`src/rtl/fsr_bank_pkg.sv`:
```
package fsr_bank_pkg;
   typedef enum logic [1:0] {
      OUT_NONE  = 2'd0,
      OUT_DONE  = 2'd1,
      OUT_UNDEF = 2'd2,
      OUT_TRAP  = 2'd3
   } fsr_outcome_e;

   typedef enum logic {
      BANK_NS = 1'b0,
      BANK_S  = 1'b1
   } fsr_bank_e;

   localparam int unsigned FSR_NBANK      = 2;
   localparam logic [1:0]  FSR_TRAP_LEVEL = 2'd2;
endpackage

```
`src/rtl/fsr_access_policy.sv`:
```
module fsr_access_policy
   import fsr_bank_pkg::*;
(
   input  logic         req_valid,
   input  logic         req_write,
   input  logic [1:0]   req_lvl,
   input  logic         cfg_scr_ns,
   input  logic         cfg_l2_en,
   input  logic         ctl_reg_trap,
   input  logic         ctl_rd_trap,
   input  logic         ctl_wr_trap,
   output fsr_outcome_e outcome,
   output fsr_bank_e    bank_sel
);
   logic dir_trap;
   logic l1_trap;

   // Direction-specific control: a read only looks at the read trap,
   // a write only at the write trap.
   assign dir_trap = req_write ? ctl_wr_trap : ctl_rd_trap;
   // Per-register trap ranks first; both lead to the same trap class.
   assign l1_trap  = cfg_l2_en & (ctl_reg_trap | dir_trap);

   always_comb begin
      outcome  = OUT_NONE;
      bank_sel = BANK_NS;
      if (req_valid) begin
         unique case (req_lvl)
            2'd0: outcome = OUT_UNDEF;
            2'd1: outcome = l1_trap ? OUT_TRAP : OUT_DONE;
            2'd2: outcome = OUT_DONE;
            default: begin
               outcome  = OUT_DONE;
               bank_sel = cfg_scr_ns ? BANK_NS : BANK_S;
            end
         endcase
      end
   end
endmodule

```
`src/rtl/fsr_bank_store.sv`:
```
module fsr_bank_store
   import fsr_bank_pkg::*;
#(
   parameter int unsigned DATA_W = 32
) (
   input  logic              clk,
   input  logic              rst_n,
   input  logic              wr_en,
   input  fsr_bank_e         sel,
   input  logic [DATA_W-1:0] wdata,
   output logic [DATA_W-1:0] rdata
);
   logic [DATA_W-1:0] bank_q [FSR_NBANK];

   for (genvar b = 0; b < FSR_NBANK; b++) begin : g_bank
      always_ff @(posedge clk or negedge rst_n) begin
         if (!rst_n)
            bank_q[b] <= '0;
         else if (wr_en && (int'(sel) == b))
            bank_q[b] <= wdata;
      end
   end

   assign rdata = bank_q[sel];
endmodule

```
`src/rtl/fsr_bank_ctl.sv`:
```
module fsr_bank_ctl
   import fsr_bank_pkg::*;
#(
   parameter int unsigned DATA_W     = 32,
   parameter int unsigned CLASS_W    = 6,
   parameter int unsigned TRAP_CLASS = 3
) (
   input  logic               clk,
   input  logic               rst_n,
   input  logic               req_valid,
   input  logic               req_write,
   input  logic [1:0]         req_lvl,
   input  logic [DATA_W-1:0]  req_wdata,
   input  logic               cfg_scr_ns,
   input  logic               cfg_l2_en,
   input  logic               cfg_l2_w32,
   input  logic               ctl_reg_trap,
   input  logic               ctl_rd_trap,
   input  logic               ctl_wr_trap,
   output logic               done_o,
   output logic [DATA_W-1:0]  rdata_o,
   output logic               undef_o,
   output logic               trap_o,
   output logic [1:0]         trap_lvl_o,
   output logic [CLASS_W-1:0] trap_cls_o,
   output logic               trap_w32_o
);
   localparam logic [CLASS_W-1:0] CLS_VAL = CLASS_W'(TRAP_CLASS);

   if (DATA_W < 1) begin : g_bad_width
      $error("DATA_W must be at least 1");
   end
   if (TRAP_CLASS >= (1 << CLASS_W)) begin : g_bad_class
      $error("TRAP_CLASS does not fit in CLASS_W bits");
   end

   fsr_outcome_e      outcome;
   fsr_bank_e         bank_sel;
   logic [DATA_W-1:0] bank_rd;
   logic              wr_en;

   fsr_access_policy u_policy (
      .req_valid    (req_valid),
      .req_write    (req_write),
      .req_lvl      (req_lvl),
      .cfg_scr_ns   (cfg_scr_ns),
      .cfg_l2_en    (cfg_l2_en),
      .ctl_reg_trap (ctl_reg_trap),
      .ctl_rd_trap  (ctl_rd_trap),
      .ctl_wr_trap  (ctl_wr_trap),
      .outcome      (outcome),
      .bank_sel     (bank_sel)
   );

   assign wr_en = (outcome == OUT_DONE) && req_write;

   fsr_bank_store #(.DATA_W(DATA_W)) u_store (
      .clk   (clk),
      .rst_n (rst_n),
      .wr_en (wr_en),
      .sel   (bank_sel),
      .wdata (req_wdata),
      .rdata (bank_rd)
   );

   always_ff @(posedge clk or negedge rst_n) begin
      if (!rst_n) begin
         done_o     <= 1'b0;
         undef_o    <= 1'b0;
         trap_o     <= 1'b0;
         trap_w32_o <= 1'b0;
         rdata_o    <= '0;
      end else begin
         done_o     <= (outcome == OUT_DONE);
         undef_o    <= (outcome == OUT_UNDEF);
         trap_o     <= (outcome == OUT_TRAP);
         trap_w32_o <= (outcome == OUT_TRAP) && cfg_l2_w32;
         rdata_o    <= ((outcome == OUT_DONE) && !req_write) ? bank_rd : '0;
      end
   end

   assign trap_lvl_o = trap_o ? FSR_TRAP_LEVEL : 2'd0;
   assign trap_cls_o = trap_o ? CLS_VAL : '0;


   el0_undef_chk: assert property (@(posedge clk) disable iff (!rst_n)
      (req_valid && req_lvl == 2'd0) |=> (undef_o && !done_o && !trap_o));


   reg_trap_chk: assert property (@(posedge clk) disable iff (!rst_n)
      (req_valid && req_lvl == 2'd1 && cfg_l2_en && ctl_reg_trap)
      |=> (trap_o && trap_lvl_o == 2'd2 && trap_cls_o == CLS_VAL));


   upper_no_trap_chk: assert property (@(posedge clk) disable iff (!rst_n)
      (req_valid && req_lvl[1]) |=> (done_o && !trap_o && !undef_o));


   pulse_onehot_chk: assert property (@(posedge clk) disable iff (!rst_n)
      $onehot0({done_o, undef_o, trap_o}));


   idle_quiet_chk: assert property (@(posedge clk) disable iff (!rst_n)
      !req_valid |=> (!done_o && !undef_o && !trap_o));


   rdata_zero_chk: assert property (@(posedge clk) disable iff (!rst_n)
      !done_o |-> (rdata_o == '0));
endmodule

```
`config.mk`:
```
export PLATFORM = sky130hd
export DESIGN_NAME = fsr_bank_ctl
export DESIGN_NICKNAME = d
export VERILOG_FILES = /design/src/rtl/fsr_bank_pkg.sv /design/src/rtl/fsr_access_policy.sv /design/src/rtl/fsr_bank_store.sv /design/src/rtl/fsr_bank_ctl.sv
export SDC_FILE = /design/constraint.sdc
export NUM_CORES = 1
export LEC_CHECK = 0
export BUFFER_PORTS_ARGS = -buffer_cell sky130_fd_sc_hd__clkbuf_2
export CAP_MARGIN = 20
export CORE_MARGIN = 5
export CORE_UTILIZATION = 45
export CTS_BUF_LIST = sky130_fd_sc_hd__clkbuf_4 sky130_fd_sc_hd__clkbuf_8
export DETAILED_ROUTE_END_ITERATION = 8
export GPL_TIMING_DRIVEN = 0
export PLACE_DENSITY_LB_ADDON = 0.1
export SYNTH_ARGS = -nofsm -noshare
export SYNTH_HDL_FRONTEND = slang
export SYNTH_SLANG_ARGS = --single-unit
```
`constraint.sdc`:
```
create_clock -name clk -period 1 [get_ports clk]
set_input_delay 0.05 -clock clk [delete_from_list [all_inputs] [get_ports clk]]
set_output_delay 0.05 -clock clk [all_outputs]
set_load 0.01 [all_outputs]
```
==> flow_summary.ini, run 1 <==
[sta]
finalSetupViolCount = 3
fin_crit_sh_pct = 107
max_freq_ghz = 0.933
timing.hold.ws_ps = -256
layout_min_cycle_time_ps = 1070
fin_skew_ps = 11.5
fin_ws_ps = -72.0
hold_viol_final = 49
rsz0062_at_grt = yes
worst_slew_pin_slew_ps = 702
slew_violations = 0
relSlewSlack_pct = 53.2

[clocking]
cts_setup_buffers = 0
root_buffer = clkbuf_8
cts_buffers = 9
clock_sinks = 100
cts_hold_buf = 36
clk_pin_slew_ps = 100
h-tree-depth = 3
cts_buffer_depth = 2
cts_tree = built
clock_latency_ps = 350

[outcome]
status = complete, but fails checks
violations = hold timing, setup timing

[logic_synthesis]
synth_top_area_cell = dfrtp_1
synth-simple-area-share_pct = 5.58
ys_ff_latch = 100
yosysSeqAreaShare_pct = 59.7
synth_top_area_share_pct = 59.7
synth_xor_area_share_pct = 0
synth_cell_types = 22
synth_cells = 268
ys_warn_count = 0
synthAdderAreaFrac_pct = 0
synth_compound_area_share_pct = 1.67
synthTopCellsByArea = dfrtp_1, mux2_4, mux2_2, mux2i_1, nor3_1
synth_top_family_by_area = multiplexers
synth_mux_area_share_pct = 27.8
syn_area_um2 = 4190
avgSynthCellArea_um2 = 15.6

[placement]
portBuffers = 82
dp.cells = 466
pre_cts_ws_ps = -344
place_area_um2 = 4800
gp_congestion = 0.693
dp_hpwl_um = 5380

[die]
die_h_um = 107
die_w_um = 107
initial_core_util_pct = 45.8
dieArea_um2 = 11300
std_cell_rows = 35
boundaryPins = 88
coreArea_um2 = 9150

[power_and_ir_drop]
power_frac_seq_pct = 53.7
vdd_ir_drop_max_uv = 685
leakagePower_nw = 2.90
p_total_mw = 9.09
switchingPower_mw = 2.29
power_density_nw_per_um2 = 1690
clkPwrFrac_pct = 29.7
sw_frac_of_total_pct = 25.2
combPwrFrac_pct = 16.6
internal_power_mw = 6.80

[critical_path]
r2r.worst_path.cells = 1
cp.depth = 2
cp_max_fo = 4
cp_cell_sequence = buf_4 > buf_6
crit_type = reg -> out
crit_path_max_incr_delay_ps = 420
cpMaxStageDelayCell = dfrtp_1
critPathCaptureType = primary output
worstSetupStartpointType = flip-flop
critical_path_arrival_ps = 1020
critPathRequiredTime_ps = 950
worst-path-buf-inv = 2
crit_family = flip-flops

[route]
num_vias = 2528
wl_per_cell_um = 15.8
post-route-drc-count = 0
drtPass1Iterations = 4
ant_nets = 0
drt_wl_total_um = 8200
routed_via_density = 4.88
drtIter0Drc = 76

[finish]
nNetsFinal = 446
diodes = 0
final_cell_area_um2 = 5380
final_cell_mix = dfrtp_1, clkbuf_2, dlygate4sd3_1
final_common_cell = dfrtp_1
syn_to_final_growth_pct = 28.4
instances_no_fill = 518
drive_above_1_share_pct = 47.7

[global_route]
grt_use_total_pct = 15.4
antenna_found_initial = 0
grt_max_degree = 52
grt_pass1_vias = 2738
grt_pass1_wl_um = 13600
grtUsageMet3_pct = 3.83
grt_overflow = 0
grt_use_met1_pct = 20.1
grt-busiest-layer = met2
grtUsageMet2_pct = 25.2

[job]
drv_cap = 0

[worst_hold_path]
hold_path_class = in -> async
-- what timing repair did --
item | 4_1_cts | 5_1_grt
resized for setup | 0 | 5
endpoints found under the hold margin | 115 | 49
setup endpoints to repair | 3 | 4
-- area by class of cell --
type | count | area, um2
clock buffers | 10 | 138
plain buffers | 24 | 215
clock inverters | 6 | 71.3
flip-flops and latches | 100 | 2500
well taps | 111 | 139
repair buffers | 119 | 813
multi-input cells | 147 | 1500
fillers | 766 | 3770
inverters | 1 | 3.75
-- synth_stat cells --
master,instances
a21oi_2,1
and2_1,1
and3_1,1
and4b_1,1
buf_2,4
buf_4,8
buf_6,12
conb_1,1
dfrtp_1,100
inv_1,1
mux2_2,34
mux2_4,30
mux2i_1,33
nand2b_4,1
nand4b_1,1
nor2_1,1
nor2b_1,1
nor3_1,32
nor3b_1,1
o2111ai_4,2
o21a_2,1
or2b_4,1
-- worst paths after layout --
path                                          from                  to  slack, ps
worst max-delay path                        trap_o       trap_cls_o[1]        -70
max in group asynchronous                    rst_n  u_store.bank_q[24]        560
min in group clk                      ctl_reg_trap              done_o        140
worst min register to register  u_store.bank_q[59]  u_store.bank_q[59]        510
worst max register to register  u_store.bank_q[11]  u_store.bank_q[11]        230
worst min-delay path                         rst_n          trap_w32_o       -260
-- power groups by stage --
stage | Clock, mW | Combinational (mW) | Sequential [mW]
3_3_place_gp | 0 | 1.38 | 4.94
3_5_place_dp | 0 | 1.42 | 4.96
4_1_cts | 2.82 | 1.54 | 4.88
2_1_floorplan | 0 | 0.965 | 4.93
6_report | 2.70 | 1.51 | 4.88
5_1_grt | 2.97 | 1.67 | 4.94
-- layer usage --
metal / wire, um / part of all wire (%)
met5: 0 / 0
met2: 4040 / 49
met1: 3760 / 46
met3: 329 / 4.0
met4: 74 / 0.90
-- stage by stage --
step | setup TNS (ps) | util [%] | hold WS [ps]
2_1_floorplan | -5040 | - | -246
6_report | -205 | 58.8 | -256
5_1_grt | -422 | 58.8 | -220
4_1_cts | -320 | 58.7 | -235
3_3_place_gp | -173240 | 52.1 | 263
3_5_place_dp | -28820 | 52.5 | 168
-- registers in the layout, indices dropped and copies added (netlist names) --
register	flops
undef_o	1
u_store.bank_q	64
trap_o	1
rdata_o	32
trap_w32_o	1
done_o	1
-- kinds of logic after synthesis --
family / Yosys count
compound gates: 4
buf+inv: 25
flops: 100
mux: 97
other cells: 1
simple gates: 41
Note: power is estimated with default switching activity, not from simulation.
==> run 2: changes to the inputs <==
Settings changed: CORE_MARGIN 5 to default, GPL_TIMING_DRIVEN 0 to default.
==> flow_summary.ini, run 2 (synthesized netlist as in run 1, its figures left out) <==
[outcome]
status = complete, but fails checks
violations = DRC

[clocking]
cts_tree = built
clock_sinks = 100
cts_setup_buffers = 0
cts_buffer_depth = 2
cts_buffers = 9
postCtsResizedCells = 0
clk_pin_slew_ps = 100
root_buffer = clkbuf_8
clock_latency_ps = 350
h-tree-depth = 3

[finish]
largest_register = u_store.bank_q
final_common_cell = dfrtp_1
reg.largest.list = u_store.bank_q: 64 flops, rdata_o: 32 flops
drive_above_1_share_pct = 46.8
diodes = 0
nNetsFinal = 441
largest_register_ffs = 64
final_cell_mix = dfrtp_1, clkbuf_2, dlygate4sd3_1
fin_util_pct = 60.3
nFillCells = 737
syn_to_final_growth_pct = 27.8

[sta]
max_freq_ghz = 1.04
fin_skew_ps = 7.52
fin_ws_ps = 40.9
fin_crit_sh_pct = 95.9
finalSetupViolCount = 0
rsz0062_at_grt = yes
layout_min_cycle_time_ps = 959
hold_viol_final = 0
slew_violations = 0

[power_and_ir_drop]
p_total_mw = 8.84
vdd_ir_drop_max_uv = 757
power_density_nw_per_um2 = 1650
leakagePower_nw = 2.87

[route]
drtPass1Iterations = 8
ant_nets = 0
routed_via_density = 4.90
num_vias = 2497
post-route-drc-count = 6
drtIter0Drc = 101
wl_per_cell_um = 15.5
drt_wl_total_um = 7900

[critical_path]
crit_type = in -> reg
worstSetupStartpointType = input pin
cp_max_fo = 22
critPathCaptureType = flip-flop
critical_path_arrival_ps = 1200
critPathRequiredTime_ps = 1240

[global_route]
grt_pass1_vias = 2623
grt_pass1_wl_um = 13600
grt_max_degree = 30
grt_use_total_pct = 18.2
grt_overflow = 0
antenna_found_initial = 0

[die]
die_h_um = 98.5
boundaryPins = 88
std_cell_rows = 34
initial_core_util_pct = 47.2
dieArea_um2 = 9710
coreArea_um2 = 8890
die_w_um = 98.5

[job]
drv_cap = 0

[placement]
gp_congestion = 0.688
dp_hpwl_um = 5140
pre_cts_ws_ps = -339
portBuffers = 82

[worst_hold_path]
hold_path_class = in -> async
[run 2: path summary, 6_finish.rpt]
path / start / end / slack, ps / depth (start not counted)
worst max-delay path: req_lvl[1] / u_store.bank_q[0] / 40 / 5
worst min-delay path: rst_n / done_o / 140 / 2
worst max register to register: u_store.bank_q[46] / u_store.bank_q[46] / 210 / 1
worst min register to register: u_store.bank_q[0] / u_store.bank_q[0] / 510 / 1
max in group asynchronous: rst_n / u_store.bank_q[58] / 390 / 3
min in group clk: req_valid / done_o / 150 / 3
[run 2: timing repair]
action | CTS | global route
hold endpoints to repair | 166 | 0
hold buffers | 37 | 0
endpoints found under the setup margin | 0 | 4
[run 2: per-stage QoR]
stage / cells / hold WS [ps] / TNS [ps] / cell area (um2)
2_1_floorplan: 272 / -246 / -5040 / 4220
3_3_place_gp: 457 / -19.9 / -23950 / 4800
6_report: 510 / 142 / 0 / 5360
5_1_grt: 510 / 143 / -12.3 / 5360
3_5_place_dp: 457 / -16.7 / -26330 / 4800
4_1_cts: 510 / 133 / 0 / 5360
[run 2: where the power goes]
part	total, mW	switching [mW]	internal (mW)
combinational	1.54	0.587	0.949
sequential	4.88	0.277	4.61
clock	2.42	1.48	0.940
total	8.84	2.34	6.50
[run 2: final cells by class]
class | count | area (um2) | share of cell area, %
Multi-Input combinational cell | 147 | 1510 | 28.1
Inverter | 1 | 3.75 | 0.0701
Tap cell | 108 | 135 | 2.52
Sequential cell | 100 | 2500 | 46.7
Clock buffer | 9 | 124 | 2.31
Timing Repair Buffer | 138 | 1030 | 19.1
Clock inverter | 7 | 58.8 | 1.10
[run 2: critical path, stage by stage]
cell and delay (ps):
clkbuf_2 110, nand2b_4 170, o2111ai_4 240, buf_12 250, mux2_2 350
[run 2: metal layers]
layer | track usage [%] | part of all wire [%] | vias to the layer above
met5 | 0 | 0 | -
met4 | 5.63 | 1.0 | 0
met1 | 25.2 | 48 | 1235
met2 | 29.3 | 48 | 61
li1 | - | - | 1195
met3 | 3.40 | 2.7 | 6
==> run 3: changes to the inputs <==
Settings changed: ABC_AREA from default to 1.
==> flow_summary.ini, run 3 <==
[sta]
max_freq_ghz = 1.05
fin_crit_sh_pct = 95.6
hold_viol_final = 0
finalSetupViolCount = 0
slew_violations = 0
layout_min_cycle_time_ps = 956
rsz0062_at_grt = no
timing.hold.ws_ps = 61.2
fin_skew_ps = 9.07
fin_ws_ps = 43.6

[placement]
gp_congestion = 0.756
pre_cts_ws_ps = -233
dp_hpwl_um = 5800
place_area_um2 = 4830
portBuffers = 82

[critical_path]
reg2reg_from = u_store.bank_q[23]
crit_family = flip-flops
cp_max_fo = 4
critical_path_arrival_ps = 910
crit_type = reg -> out
critPathRequiredTime_ps = 950
reg2reg_to = rdata_o[23]
r2r_slack_ps = 320
critPathCaptureType = primary output
worstSetupStartpointType = flip-flop
cp_cell_sequence = clkbuf_2
worst-path-buf-inv = 1
cpMaxStageDelayCell = dfrtp_1
r2r.worst_path.cells = 2
crit_path_max_incr_delay_ps = 410

[finish]
largest_register_ffs = 64
reg.largest.list = u_store.bank_q: 64 flops, rdata_o: 32 flops
final_cell_mix = nand2_1, dfrtp_1, clkbuf_2
syn_to_final_growth_pct = 30.5
diodes = 0
drive_above_1_share_pct = 22.8
fin_util_pct = 61.2
nNetsFinal = 618
largest_register = u_store.bank_q
final_common_cell = nand2_1
nFillCells = 794
final_cell_area_um2 = 5420

[route]
wl_per_cell_um = 14.2
post-route-drc-count = 3
drtPass1Iterations = 7
drt_wl_total_um = 9760
drtIter0Drc = 202
num_vias = 3547
routed_via_density = 5.16
ant_nets = 0

[clocking]
cts_setup_buffers = 0
cts_buffer_depth = 2
cts_tree = built
cts_buffers = 9
clk_pin_slew_ps = 90
h-tree-depth = 3
clock_sinks = 100
clock_latency_ps = 360
root_buffer = clkbuf_8

[global_route]
grt_overflow = 0
grt_pass1_vias = 3357
antenna_found_initial = 0
grt_pass1_wl_um = 16300
grt_max_degree = 46
grt_use_total_pct = 21.5

[worst_hold_path]
hold_path_class = in -> reg
hold_start = req_valid
whs_path_depth = 4
worstHoldEndpoint = undef_o

[die]
die_h_um = 98.1
initial_core_util_pct = 46.9
dieArea_um2 = 9620
coreArea_um2 = 8850
die_w_um = 98.1
std_cell_rows = 34
boundaryPins = 88

[logic_synthesis]
ys_ff_latch = 100
synth_cell_types = 18
synthTopCellsByArea = dfrtp_1, nand2_1, nand4_1, a21oi_1, buf_2
yosysMostFrequentCell = nand2_1
syn_area_um2 = 4150
synth-edff-count = 0
synth_ff_type = dfrtp_1
yosysSeqAreaShare_pct = 60.2
synth_commonest_cells = nand2_1, dfrtp_1, nand4_1
synth_top_area_share_pct = 60.2
ys_warn_count = 0
synthArstFlopShare_pct = 100
synth_top_area_cell = dfrtp_1
avgSynthCellArea_um2 = 9.09
synth_cells = 457

[outcome]
violations = DRC
status = complete, but fails checks

[job]
drv_cap = 0

[power_and_ir_drop]
vdd_ir_drop_max_uv = 747
leakagePower_nw = 2.87
power_density_nw_per_um2 = 1670
## run 3: changes by cell type in the layout (fill, tap and decap cells not counted), sizes merged, moves of 4 or more
cell and change:
nor3 -30, mux2 -64, buf +10, a21oi +32
clkinvlp -4, nand4 +66, nand2 +198, mux2i -33
nor2 +4
## run 3: final cells by class
cell class              instances  area [um2]  area share [%]
multi-input cells             311        1400            25.9
inverters                       5        18.8           0.346
clock inverters                 5        82.6            1.52
clock buffers                  11         145            2.68
repair buffers                147        1130            20.9
flip-flops and latches        100        2500            46.2
well taps                     108         135            2.49
## run 3: logic make-up (layout without fill, tap and decap cells)
family,count (synthesis),in the layout,share of synthesized area [%]
DFF,100,100,60.2
AOI/OAI and AO/OA,33,33,4.07
and+or+nand+nor,273,273,28.9
buffers and inverters,50,168,6.72
other,1,5,0.0903
## run 3: worst max-delay path by stage
stage	from	cells past startpoint	slack [ps]	endpoint
6_report	trap_o	1	40	trap_o
5_1_grt	trap_o	1	7	trap_cls_o[0]
4_1_cts	trap_o	1	10	trap_o
3_5_place_dp	req_write	8	-230	u_store.bank_q[12]
3_3_place_gp	req_valid	8	-200	u_store.bank_q[17]
2_1_floorplan	req_valid	8	60	u_store.bank_q[12]
## run 3: timing repair
item,CTS,global route
setup endpoints to repair,0,1
endpoints found under the hold margin,166,0
gates resized for setup,0,1
hold buffers,36,0
## run 3: through the flow
step | power [mW] | setup TNS (ps) | cells
3_3_place_gp | 6.09 | -15800 | 635
4_1_cts | 9.14 | 0 | 687
5_1_grt | 9.52 | 0 | 687
2_1_floorplan | 5.61 | 0 | 461
3_5_place_dp | 6.12 | -17320 | 635
6_report | 9.06 | 0 | 687
## run 3: where the power goes
| group | leakage, nW | internal [mW] | total, mW | switching, mW |
|---|---|---|---|---|
| sequential | 1.32 | 4.55 | 4.80 | 0.251 |
| combinational | 1.44 | 0.601 | 1.35 | 0.748 |
| clock | 0.117 | 1.52 | 2.91 | 1.39 |
## run 3: per-layer routing
metal / share of wire, % / wire (um) / GRT usage, %
met3: 4.5 / 444 / 3.72
met4: 1.3 / 130 / 7.11
met5: 0 / 0 / 0
met2: 48 / 4690 / 35.2
met1: 46 / 4500 / 29.3
